==> src/rtl/brt_pkg.sv <==
package brt_pkg;

    localparam int BYTE_W_DEF = 8;
    localparam int ADDR_W_DEF = 8;
    localparam logic [ADDR_W_DEF-1:0] LO_ADDR_DEF = 8'h22;
    localparam logic [ADDR_W_DEF-1:0] HI_ADDR_DEF = 8'h23;

    typedef enum logic [1:0] {
        MODE_FREE     = 2'b00,
        MODE_PERIOD   = 2'b01,
        MODE_PULSE    = 2'b10,
        MODE_FREE_ALT = 2'b11
    } meas_mode_e;

    typedef enum logic [1:0] {
        OP_HOLD   = 2'b00,
        OP_LOAD   = 2'b01,
        OP_RELOAD = 2'b10,
        OP_DEC    = 2'b11
    } cnt_op_e;

    typedef struct packed {
        logic lo_wr;
        logic commit;
        logic lo_rd;
        logic hi_rd;
    } bus_dec_t;

    function automatic logic mode_measures(meas_mode_e m);
        return (m == MODE_PERIOD) || (m == MODE_PULSE);
    endfunction

    function automatic cnt_op_e pick_op(logic commit, logic underflow,
                                        logic edge_hit, logic tick);
        if (commit)         return OP_LOAD;
        else if (underflow) return OP_RELOAD;
        else if (edge_hit)  return OP_RELOAD;
        else if (tick)      return OP_DEC;
        else                return OP_HOLD;
    endfunction

endpackage

==> src/rtl/brt_edge_detect.sv <==
module brt_edge_detect
    import brt_pkg::*;
(
    input  logic       clk,
    input  logic       rst,
    input  logic       ext_pulse,
    input  logic       edge_sel,
    input  meas_mode_e mode,
    output logic       edge_hit
);
    logic prev_q;
    logic rise;
    logic fall;

    always_ff @(posedge clk) begin
        if (rst) prev_q <= 1'b0;
        else     prev_q <= ext_pulse;
    end

    always_comb begin
        rise     = ext_pulse & ~prev_q;
        fall     = ~ext_pulse & prev_q;
        edge_hit = mode_measures(mode) & (edge_sel ? rise : fall);
    end
endmodule

==> src/rtl/brt_bus_port.sv <==
module brt_bus_port
    import brt_pkg::*;
#(
    parameter int BYTE_W = BYTE_W_DEF,
    parameter int ADDR_W = ADDR_W_DEF,
    parameter logic [ADDR_W-1:0] LO_ADDR = LO_ADDR_DEF,
    parameter logic [ADDR_W-1:0] HI_ADDR = HI_ADDR_DEF,
    localparam int CNT_W = 2 * BYTE_W
) (
    input  logic              clk,
    input  logic              rst,
    input  logic              bus_wr,
    input  logic              bus_rd,
    input  logic [ADDR_W-1:0] bus_addr,
    input  logic [BYTE_W-1:0] bus_wdata,
    input  logic [CNT_W-1:0]  cnt_val,
    output logic              commit,
    output logic [CNT_W-1:0]  commit_val,
    output logic [BYTE_W-1:0] wbuf_lo,
    output logic [BYTE_W-1:0] bus_rdata
);
    bus_dec_t          dec;
    logic [BYTE_W-1:0] rbuf_lo;

    always_comb begin
        dec.lo_wr  = bus_wr && (bus_addr == LO_ADDR);
        dec.commit = bus_wr && (bus_addr == HI_ADDR);
        dec.lo_rd  = bus_rd && (bus_addr == LO_ADDR);
        dec.hi_rd  = bus_rd && (bus_addr == HI_ADDR);
    end

    always_ff @(posedge clk) begin
        if (rst) begin
            wbuf_lo <= '1;
            rbuf_lo <= '1;
        end else begin
            if (dec.lo_wr) wbuf_lo <= bus_wdata;
            if (dec.hi_rd) rbuf_lo <= cnt_val[BYTE_W-1:0];
        end
    end

    always_comb begin
        commit     = dec.commit;
        commit_val = {bus_wdata, wbuf_lo};
        if (dec.hi_rd)      bus_rdata = cnt_val[CNT_W-1:BYTE_W];
        else if (dec.lo_rd) bus_rdata = rbuf_lo;
        else                bus_rdata = '0;
    end
endmodule

==> src/rtl/brt_count_core.sv <==
module brt_count_core
    import brt_pkg::*;
#(
    parameter int CNT_W = 2 * BYTE_W_DEF
) (
    input  logic             clk,
    input  logic             rst,
    input  logic             tick_en,
    input  logic             commit,
    input  logic [CNT_W-1:0] commit_val,
    input  logic             edge_hit,
    output logic [CNT_W-1:0] cnt_q,
    output logic [CNT_W-1:0] latch_q,
    output logic             irq
);
    localparam logic [CNT_W-1:0] ONE = {{(CNT_W-1){1'b0}}, 1'b1};

    logic    underflow;
    cnt_op_e op;

    always_comb begin
        underflow = tick_en && (cnt_q == '0);
        op        = pick_op(commit, underflow, edge_hit, tick_en);
    end

    always_ff @(posedge clk) begin
        if (rst) begin
            cnt_q   <= '1;
            latch_q <= '1;
            irq     <= 1'b0;
        end else begin
            irq <= underflow && !commit;
            case (op)
                OP_LOAD: begin
                    cnt_q   <= commit_val;
                    latch_q <= commit_val;
                end
                OP_RELOAD: cnt_q <= latch_q;
                OP_DEC:    cnt_q <= cnt_q - ONE;
                default:   cnt_q <= cnt_q;
            endcase
        end
    end
endmodule

==> src/rtl/bytewise_reload_timer.sv <==
module bytewise_reload_timer
    import brt_pkg::*;
#(
    parameter int BYTE_W = BYTE_W_DEF,
    parameter int ADDR_W = ADDR_W_DEF,
    parameter logic [ADDR_W-1:0] LO_ADDR = LO_ADDR_DEF,
    parameter logic [ADDR_W-1:0] HI_ADDR = HI_ADDR_DEF
) (
    input  logic              clk,
    input  logic              rst,
    input  logic              tick_en,
    input  logic              bus_wr,
    input  logic              bus_rd,
    input  logic [ADDR_W-1:0] bus_addr,
    input  logic [BYTE_W-1:0] bus_wdata,
    output logic [BYTE_W-1:0] bus_rdata,
    input  logic              ext_pulse,
    input  logic              edge_sel,
    input  logic [1:0]        meas_mode,
    output logic              irq
);
    localparam int CNT_W = 2 * BYTE_W;

    logic              commit;
    logic [CNT_W-1:0]  commit_val;
    logic [BYTE_W-1:0] wbuf_lo;
    logic [CNT_W-1:0]  cnt_val;
    logic [CNT_W-1:0]  latch_val;
    logic              edge_hit;
    meas_mode_e        mode;

    assign mode = meas_mode_e'(meas_mode);

    brt_bus_port #(
        .BYTE_W (BYTE_W),
        .ADDR_W (ADDR_W),
        .LO_ADDR(LO_ADDR),
        .HI_ADDR(HI_ADDR)
    ) u_bus (
        .clk       (clk),
        .rst       (rst),
        .bus_wr    (bus_wr),
        .bus_rd    (bus_rd),
        .bus_addr  (bus_addr),
        .bus_wdata (bus_wdata),
        .cnt_val   (cnt_val),
        .commit    (commit),
        .commit_val(commit_val),
        .wbuf_lo   (wbuf_lo),
        .bus_rdata (bus_rdata)
    );

    brt_edge_detect u_edge (
        .clk      (clk),
        .rst      (rst),
        .ext_pulse(ext_pulse),
        .edge_sel (edge_sel),
        .mode     (mode),
        .edge_hit (edge_hit)
    );

    brt_count_core #(.CNT_W(CNT_W)) u_core (
        .clk       (clk),
        .rst       (rst),
        .tick_en   (tick_en),
        .commit    (commit),
        .commit_val(commit_val),
        .edge_hit  (edge_hit),
        .cnt_q     (cnt_val),
        .latch_q   (latch_val),
        .irq       (irq)
    );
endmodule

==> config.mk <==
export PLATFORM = sky130hd
export DESIGN_NAME = bytewise_reload_timer
export DESIGN_NICKNAME = d
export VERILOG_FILES = /design/src/rtl/brt_pkg.sv /design/src/rtl/brt_edge_detect.sv /design/src/rtl/brt_bus_port.sv /design/src/rtl/brt_count_core.sv /design/src/rtl/bytewise_reload_timer.sv
export SDC_FILE = /design/constraint.sdc
export NUM_CORES = 1
export LEC_CHECK = 0
export BUFFER_PORTS_ARGS = -buffer_cell sky130_fd_sc_hd__buf_2
export CORE_ASPECT_RATIO = 2
export CORE_UTILIZATION = 45
export CTS_BUF_LIST = sky130_fd_sc_hd__clkbuf_4
export DETAILED_ROUTE_END_ITERATION = 10
export PLACE_DENSITY = 0.71
export SLEW_MARGIN = 10
export SYNTH_ARGS = -nofsm -noshare
export SYNTH_HDL_FRONTEND = slang
export SYNTH_SLANG_ARGS = --single-unit
==> constraint.sdc <==
create_clock -name clk -period 3.5 [get_ports clk]
set_clock_uncertainty 0.2 [all_clocks]
set_input_delay 0.35 -clock clk [delete_from_list [all_inputs] [get_ports clk]]
set_output_delay 0.35 -clock clk [all_outputs]
set_load 0.005 [all_outputs]
# --- Yosys cells after proc, flatten, opt, wreduce, memory -nomap -nowiden ---
# Index checks and enable logic that the tools add are counted.
op_classes:
  n_addsub: 1
  eq_ne: 7
  n_mux: 8
  bitwise_logic: 5
  reduce_logical: 10
ops:
  columns: ["op", "n"]
  rows:
  - ["16-bit case mux with 3 select lines", 1]
  - ["8-bit by 6-bit equality test with 1-bit output (second input constant)", 2]
  - ["16-bit logical NOT", 1]
  - ["8-bit two-way mux", 2]
  - ["16-bit by 1-bit subtractor with 16-bit output (second input constant)", 1]
  - ["2-bit two-way mux", 4]
  - ["2-bit equality test (second input constant)", 3]
  - ["1-bit logical AND", 6]
  - ["2-bit by 1-bit equality test with 1-bit output (second input constant)", 2]
  - ["1-bit bitwise AND", 3]
  - ["3-bit nonzero test", 1]
  - ["1-bit NOT", 2]
  - ["1-bit logical NOT", 1]
  - ["1-bit logical OR", 1]
  - ["1-bit two-way mux", 1]
word_totals:
  regBits: 50
  inputBits: 25
  out_inout_bits: 9
  word_cells: 37

# --- Logic depth before layout (Yosys ltp) ---
# Gate-level depths: netlist of the first run.
logic_depth:
  depth_word: 9
  depth_mapped: 8
  mapped_depth_nobuf: 7

# --- Cells and area by module ---
# Synthesis of the first run repeated with hierarchy kept, for this count alone.
unflattened:
  cells_unflattened: 319
  area_unflattened_um2: 2616.3
by_module_without_submodules:
  columns: ["module", "n_inst", "cells_per_inst", "area_per_inst_um2", "seq_area_each_um2"]
  rows:
  - ["brt_count_core", 1, 206, 1626.6, 660.6]
  - ["brt_bus_port", 1, 107, 933.4, 320.3]
  - ["brt_edge_detect", 1, 6, 56.3, 20.0]

# --- Worst setup path after synthesis of the first run ---
# OpenSTA, ideal clock, no wires.
synth_timing:
  kind: "input to register"
  startpoint: "input port tick_en"
  endpoint: "register u_core.cnt_q[14]"
  setup_time_ps: 131
  arrival_ps: 1695
  required_time_ps: 3169
  path_slack_ps: 1475
  cell_stages: 7
  n_path_buf: 2
  cell_sequence: "clkbuf_1 and3b_1 nand4_4 or2_0 clkbuf_1 a221oi_1 o211ai_1"
synth_via:
  elab_chain_len: 6
  elab_cells_between_ends: 10
  classes_between: "3 x eq/ne; 5 x mux; 2 x reduce/logical"
synth_rtl:
  columns: ["element", "line", "rtl"]
  rows:
  - ["start, declared", "bytewise_reload_timer.sv:11", "input logic tick_en,"]
  - ["2-bit two-way mux", "brt_pkg.sv:38", "else if (tick) return OP_DEC;"]
  - ["2-bit two-way mux", "brt_pkg.sv:37", "else if (edge_hit) return OP_RELOAD;"]
  - ["2-bit two-way mux *", "brt_pkg.sv:36", "else if (underflow) return OP_RELOAD;"]
  - ["2-bit two-way mux *", "brt_pkg.sv:35", "if (commit) return OP_LOAD;"]
  - ["2-bit equality test or 2-bit by 1-bit equality test with 1-bit output (tied branches)", "brt_count_core.sv:33", "case (op)"]
  - ["16-bit case mux with 3 select lines or 3-bit nonzero test (tied branches)", null, null]
  - ["end signal, assigned", "brt_count_core.sv:35", "cnt_q <= commit_val;"]
  - ["end signal, assigned", "brt_count_core.sv:38", "OP_RELOAD: cnt_q <= latch_q;"]
  - ["end signal, assigned", "brt_count_core.sv:39", "OP_DEC: cnt_q <= cnt_q - ONE;"]
  - ["end, declared", "brt_count_core.sv:12", "output logic [CNT_W-1:0] cnt_q,"]
# Every way passes the cells marked *; elsewhere a longest branch is shown, timed or not.
# A chain may end at the register's enable or synchronous reset.

# --- Worst setup path after layout of the first run ---
layout_timing:
  startpoint: "register u_core.cnt_q[7]"
  endpoint: "register u_core.cnt_q[5]"
layout_via:
  elab_chain_len: 6
  elab_cells_between_ends: 9
  classes_between: "3 x eq/ne; 3 x mux; 3 x reduce/logical"
layout_rtl:
  columns: ["element", "line", "rtl"]
  rows:
  - ["16-bit logical NOT *", "brt_count_core.sv:22", "underflow = tick_en && (cnt_q == '0);"]
  - ["1-bit logical AND *", "brt_count_core.sv:22", null]
  - ["2-bit two-way mux *", "brt_pkg.sv:36", null]
  - ["2-bit two-way mux *", "brt_pkg.sv:35", null]
  - ["2-bit equality test or 2-bit by 1-bit equality test with 1-bit output (tied branches)", "brt_count_core.sv:33", null]
  - ["16-bit case mux with 3 select lines or 3-bit nonzero test (tied branches)", null, null]
# Marked as above.

==> metrics.md, run 1 <==
| Metric | Value |
|---|---|
| Status | completed |
| Sequential-to-total area share from yosys stat | 0.397 |
| Fraction of the cycle the final worst path needs | 0.683 |
| Skew-Pair Late Insertion Delay | about 380 ps |
| Initial antenna violation count | 0 |
| Final Cell Area | approximately 2800 µm² |
| DRC | 0 |
| Tmin final | approximately 2400 ps |
| First-pass GRT wire length | 9590 µm |
| Die Ht | 108 µm |
| All-Layer GR Usage | 0.224 |
| Top Ports | 34 |
| Worst Tran Pin Value | ~750 ps |
| CP Capture Type | flop |
| DP HPWL | 4210 µm |
| Peak supply drop | approximately 440 µV |
| Die area | 5920 µm² |
| Final-stage net count | approximately 350 |
| Register bit total from synthesis | 50 |
| Peak Freq | 0.419 GHz |
| I/O Buffers | 33 |
| Routed wire per std cell | 15.4 µm |
| Detail Route met3 WL | approximately 290 µm |
| Post-DP Area | about 2700 µm² |
| Critical path cell sequence | nor4_4 -> nand4_4 -> o21ai_4 -> mux2i_1 -> or3_1 |
| Final-report hold violation count | 0 |
| Gate Count Post-Synth | 287 |
| Final worst setup slack | around 1100 ps |
| Unique masters post-synth | 50 |
| Syn. warnings | 0 |
| Drt total wl | about 5800 µm |
| RSZ-0062 raised after global routing | no |
| Startpoint types | flop |
| Data required, critical path | 3580 ps |
| Top_reg_cell synth | dfxtp_1 |
| Routability congestion estimate | 0.952 |
| Async S/R FF share, synth | 0 |
| 1st-pass router iterations | 4 |
| Relative slew slack | 0.503 |
| Number of global-route vias before repair | around 2100 |
| Post-synth EDFFs | 0 |
| Post-CTS Resized | 0 |
| Leak pwr | 1.21 nW |
| Detail Route Antenna Nets | 0 |
| Worst-path clk slew | 130 ps |
| Die Wd | 54.9 µm |
| Pwr dens | 371 nW/µm² |
| Clock sinks | 50 |
| Grt total ovfl | 0 |
| Std-Cell Rows | 38 |
| Starting Density | 0.465 |
| CP max stage delay | between 400 and 500 ps |
| CTS Buffer Depth | 2 |
| Crit-path max FO | 16 |
| Worst Reg-to-Reg Cells | 5 |
| Setup Viol. Count Final | 0 |
| Core footprint | 5420 µm² |
| Pre-CTS WS | 1030 ps |
| Maxcap violations | 0 |
| Slew Limit Fails | 0 |
| Initial DRC Count | 66 |
| Share of cells above drive strength 1 | 0.172 |
| Uppermost layer routed | met4 |
| Inserted Diodes | 0 |
| Critical path buffer and inverter count | 0 |
| HP Class | in -> reg |
| Root Buffer | clkbuf_4 |
| Slowest cell on the critical path | nor4_4 |
| H-Tree Depth | 2 |
| Syn Area/Cell | 8.78 µm² |
| Area delta synth->final | 12.9% |
| Syn Std Cell Area | 2520 µm² |
| Final setup TNS | 0 ps |
| CP Class | reg -> reg |
| CTS Buf Count | 5 |
| Core Util, Final | 0.524 |
| Drt via density | 5.73 |
| Family with the most delay on the worst path | simple AND/OR/NAND/NOR gates |
| Wire length on met1 | 2200 µm |
| Levels on crit path | 5 |
| Worst hold stages | 2 |
| Syn_nets | 313 |
| Largest net degree at the start of global routing | 39 |
| CTS Hold Bufs | 7 |
| CTS tree | yes |
| Total power | 1.05 mW |
| Worst EP arrival | around 2500 ps |
| Met2 wire length | 3080 µm |
| Via count | 2173 |
| Setup Buffers After CTS | 0 |
## path summary, 6_finish.rpt
path                startpoint                end  slack [ps]
min               bus_wdata[4]   u_bus.wbuf_lo[4]          30
max reg2reg    u_core.cnt_q[7]    u_core.cnt_q[5]        1110
min reg2reg  u_core.latch_q[0]  u_core.latch_q[0]         250
max            u_core.cnt_q[7]    u_core.cnt_q[5]        1110
## cell usage in the layout (no fill, tap or decap), drive strengths merged, types with 7 or more instances in the layout
| cell | n |
|---|---|
| a21boi | 7 |
| nor3 | 8 |
| dlygate4sd3 | 7 |
| a211o | 16 |
| nand2 | 41 |
| nor2 | 16 |
| a21oi | 15 |
| nor2b | 21 |
| nand3 | 16 |
| o211ai | 9 |
| buf | 35 |
| dfxtp | 50 |
| mux2i | 10 |
## cell usage after synthesis, types with 3 or more instances
| cell | number | area, µm² |
|---|---|---|
| a21boi_0 | 7 | 52.6 |
| and3_1 | 3 | 18.8 |
| inv_1 | 3 | 11.3 |
| buf_2 | 4 | 20.0 |
| mux2i_1 | 10 | 100 |
| a21oi_1 | 15 | 75.1 |
| xor2_1 | 4 | 35.0 |
| dfxtp_1 | 50 | 1000 |
| nor2_1 | 15 | 56.3 |
| nor2b_1 | 21 | 131 |
| xnor2_1 | 5 | 43.8 |
| nand3_1 | 15 | 75.1 |
| a211o_1 | 16 | 140 |
| or3_1 | 3 | 18.8 |
| nor3_1 | 7 | 35.0 |
| o21ai_0 | 3 | 15.0 |
| and3b_1 | 3 | 26.3 |
| nor3b_1 | 3 | 22.5 |
| nor4_1 | 4 | 25.0 |
| o211ai_1 | 9 | 67.6 |
| clkbuf_1 | 11 | 41.3 |
| nand3b_1 | 3 | 22.5 |
| nand2_1 | 41 | 154 |
## worst register-to-register path: cells and delay by family, from the launching register on
family,cells,cell delay [ps]
AOI/OAI and AO/OA,1,470
DFF,1,410
muxes,1,130
and+or+nand+nor,3,1080
## metrics by stage
stage	hold slack, ps	instances
after floorplan	215	287
after global placement	222	365
after detailed placement	229	365
after CTS	17.0	379
after global routing	15.1	379
final	25.7	379
## power by group
part | switching (mW) | internal, mW
Sequential | 0.0312 | 0.587
Combinational | 0.0566 | 0.0553
Clock | 0.180 | 0.145
Total | 0.268 | 0.786
## kinds of logic (layout without fill, tap and decap cells)
logic type                 after synthesis  in the layout  share of synthesized area
buffers and inverters                   20             52                     0.0333
muxes                                   12             12                     0.0487
AOI/OAI and AO/OA                       61             61                      0.179
xor gates and xnor gates                 9              9                     0.0313
adders and majority gates                1              1                    0.00497
and+or+nand+nor                        134            134                      0.305
DFF                                     50             50                      0.397
## state kept, by name, indices dropped and copies added, names as in the netlist
register        count
u_bus.wbuf_lo       8
u_core.cnt_q       16
u_bus.rbuf_lo       8
u_core.latch_q     16
u_core.irq          1
u_edge.prev_q       1
## cell type report
cell class              instances  area (µm²)
clock buffers                   5        37.5
clock inverters                 2        33.8
fillers                       558        2580
inverters                       3        11.3
multi-input cells             217        1430
flip-flops and latches         50        1000
well taps                      60        75.1
repair buffers                 42         250
## metal layers
| metal | vias up | global-route usage |
|---|---|---|
| met5 | - | 0 |
| met4 | 0 | 0.138 |
| met1 | 999 | 0.232 |
| met2 | 63 | 0.382 |
| met3 | 14 | 0.0480 |
| li1 | 1097 | - |
(Power assumes the default switching activity.)
==> run 2: changes to the inputs <==
--- a/config.mk
+++ b/config.mk
@@ -10,7 +10,7 @@
 export CORE_UTILIZATION = 45
 export CTS_BUF_LIST = sky130_fd_sc_hd__clkbuf_4
 export DETAILED_ROUTE_END_ITERATION = 10
-export PLACE_DENSITY = 0.71
+export PLACE_DENSITY = 0.73
 export SLEW_MARGIN = 10
 export SYNTH_ARGS = -nofsm -noshare
 export SYNTH_HDL_FRONTEND = slang
==> constraint.sdc (replaced) <==
create_clock -name clk -period 2.01 [get_ports clk]
set_clock_uncertainty 0.2 [all_clocks]
set_input_delay 0.201 -clock clk [delete_from_list [all_inputs] [get_ports clk]]
set_output_delay 0.201 -clock clk [all_outputs]
set_load 0.005 [all_outputs]
==> run 2 against run 1 <==
Against the previous run:
- clock power rose by 39%
- critical path depth up 1
- cell count is 8.7% higher
- setup slack worse by 1100 ps
- power grew 70%
- sequential cell count did not move
- global-route usage is 2.4 points higher
- via count increased by 6.6%
- critical path type unchanged
- highest routed layer unchanged
==> metrics.md, run 2 (synthesis results as in run 1) <==
| Metric | Value |
|---|---|
| Worst Tran Pin Value | 438 ps |
| Via count | 2316 |
| Most common cell after layout, fill and taps aside | dfxtp_1 |
| DP HPWL | 5130 µm |
| Starting Density | 0.465 |
| Crit-path max FO | 5 |
| CTS tree | yes |
| Register area | 1000 µm² |
| All-Layer GR Usage | 0.248 |
| Slowest cell on the critical path | nor3_1 |
| Final-stage net count | 377 |
| Status | completed |
| Std-Cell Rows | 38 |
| Pre-CTS WS | -13.4 ps |
| # fillers | 514 |
| Critical path cell sequence | buf_4 -> nor3_1 -> nand3b_1 -> or3_1 -> xor2_1 -> o211ai_1 |
| Initial DRC Count | between 40 and 50 |
| Post-DP Area | 2950 µm² |
| Share of cells above drive strength 1 | 0.276 |
| Routed wire per std cell | 16.0 µm |
| Core footprint | 5420 µm² |
| CTS Buf Count | 5 |
| Leak pwr | 1.37 nW |
| Skew-Pair Late Insertion Delay | roughly 370 ps |
| Initial antenna violation count | 0 |
| Most frequent cells in the layout | dfxtp_1, nand2_1, buf_2 |
| Drt total wl | 6590 µm |
| Slew Limit Fails | 0 |
| Die area | 5920 µm² |
| Peak Freq | 0.512 GHz |
| Tmin final | 1950 ps |
| HP Class | in -> reg |
| Startpoint types | flop |
| Inserted Diodes | 0 |
| I/O Buffers | 33 |
| First-pass GRT wire length | 10300 µm |
| 1st-pass router iterations | 4 |
| Critical path buffer and inverter count | 1 |
| Relative slew slack | 0.708 |
| Peak supply drop | 479 µV |
| Dpl cells | 393 |
| Drt via density | 5.62 |
| Number of global-route vias before repair | 2231 |
| Worst EP arrival | 2060 ps |
| CP Capture Type | flop |
| Family with the most delay on the worst path | simple AND/OR/NAND/NOR gates |
| DRC | 0 |
| Post-route insts no fill | 412 |
| Die Ht | approximately 110 µm |
| Root Buffer | clkbuf_4 |
| Maxcap violations | 0 |
| Fraction of the cycle the final worst path needs | 0.971 |
| Final worst setup slack | 58.1 ps |
| Data required, critical path | 2120 ps |
| Final-report hold violation count | 0 |
| Final Cell Area | about 3200 µm² |
| Die Wd | 54.9 µm |
| H-Tree Depth | 2 |
| Area delta synth->final | 25.4% |
| Clock sinks | 50 |
| Worst-path clk slew | around 130 ps |
| CP Class | reg -> reg |
| CTS Buffer Depth | 2 |
| Top Ports | 34 |
| CP max stage delay | ~370 ps |
| Setup Viol. Count Final | 0 |
| Grt total ovfl | 0 |
| Biggest regs | u_core.cnt_q (16), u_core.latch_q (16) |
| Routability congestion estimate | 1.04 |
| Largest net degree at the start of global routing | 27 |
| Detail Route Antenna Nets | 0 |
| Area of the multi-input gates | 1480 µm² |
| Pwr dens | about 570 nW/µm² |
## run 2: metal layers
layer	GRT usage	share of wire
met5	0	0
met4	0.139	0.051
met3	0.0480	0.036
met2	0.450	0.55
met1	0.239	0.36
## run 2: through the flow
stage                     hold slack [ps]  power, mW  utilization  setup TNS, ps
after floorplan                       119       1.21            -              0
after global placement                222       1.32        0.544              0
after detailed placement              224       1.33        0.544          -19.8
after CTS                            96.1       1.79        0.572              0
after global routing                  109       1.87        0.583          -2.10
final                                 108       1.79        0.583              0
## run 2: path summary, 6_finish.rpt
check,from,end,slack [ps],cells after the start
worst min-delay path,tick_en,u_core.cnt_q[10],110,4
worst max register to register,u_core.cnt_q[0],u_core.cnt_q[9],60,6
worst max-delay path,u_core.cnt_q[0],u_core.cnt_q[9],60,6
worst min register to register,u_core.latch_q[4],u_core.latch_q[4],250,2
## run 2: report_power, final
| part | switching [mW] | internal (mW) |
|---|---|---|
| clock | 0.306 | 0.145 |
| sequential | 0.0297 | 1.02 |
| combinational | 0.146 | 0.139 |
| total | 0.482 | 1.31 |
## run 2: cell type report
type	count	area share
timing repair buffer	74	0.170
clock buffer	6	0.0143
clock inverter	2	0.00277
multi-input combinational	217	0.468
inverter	3	0.00357
sequential	50	0.318
tap	60	0.0238
## run 2: what timing repair did
| action | in CTS | in global routing |
|---|---|---|
| hold endpoints to repair | 20 | 0 |
| setup buffers | 0 | 2 |
| hold buffers | 9 | 0 |
| resized for setup | 2 | 14 |
| pin swaps | 0 | 6 |
| endpoints found under the setup margin | 5 | 5 |
## run 2: tightest hold or removal path: stages
cell and delay (ps):
buf_2 130, buf_4 170, nand4_1 80, a21oi_1 60
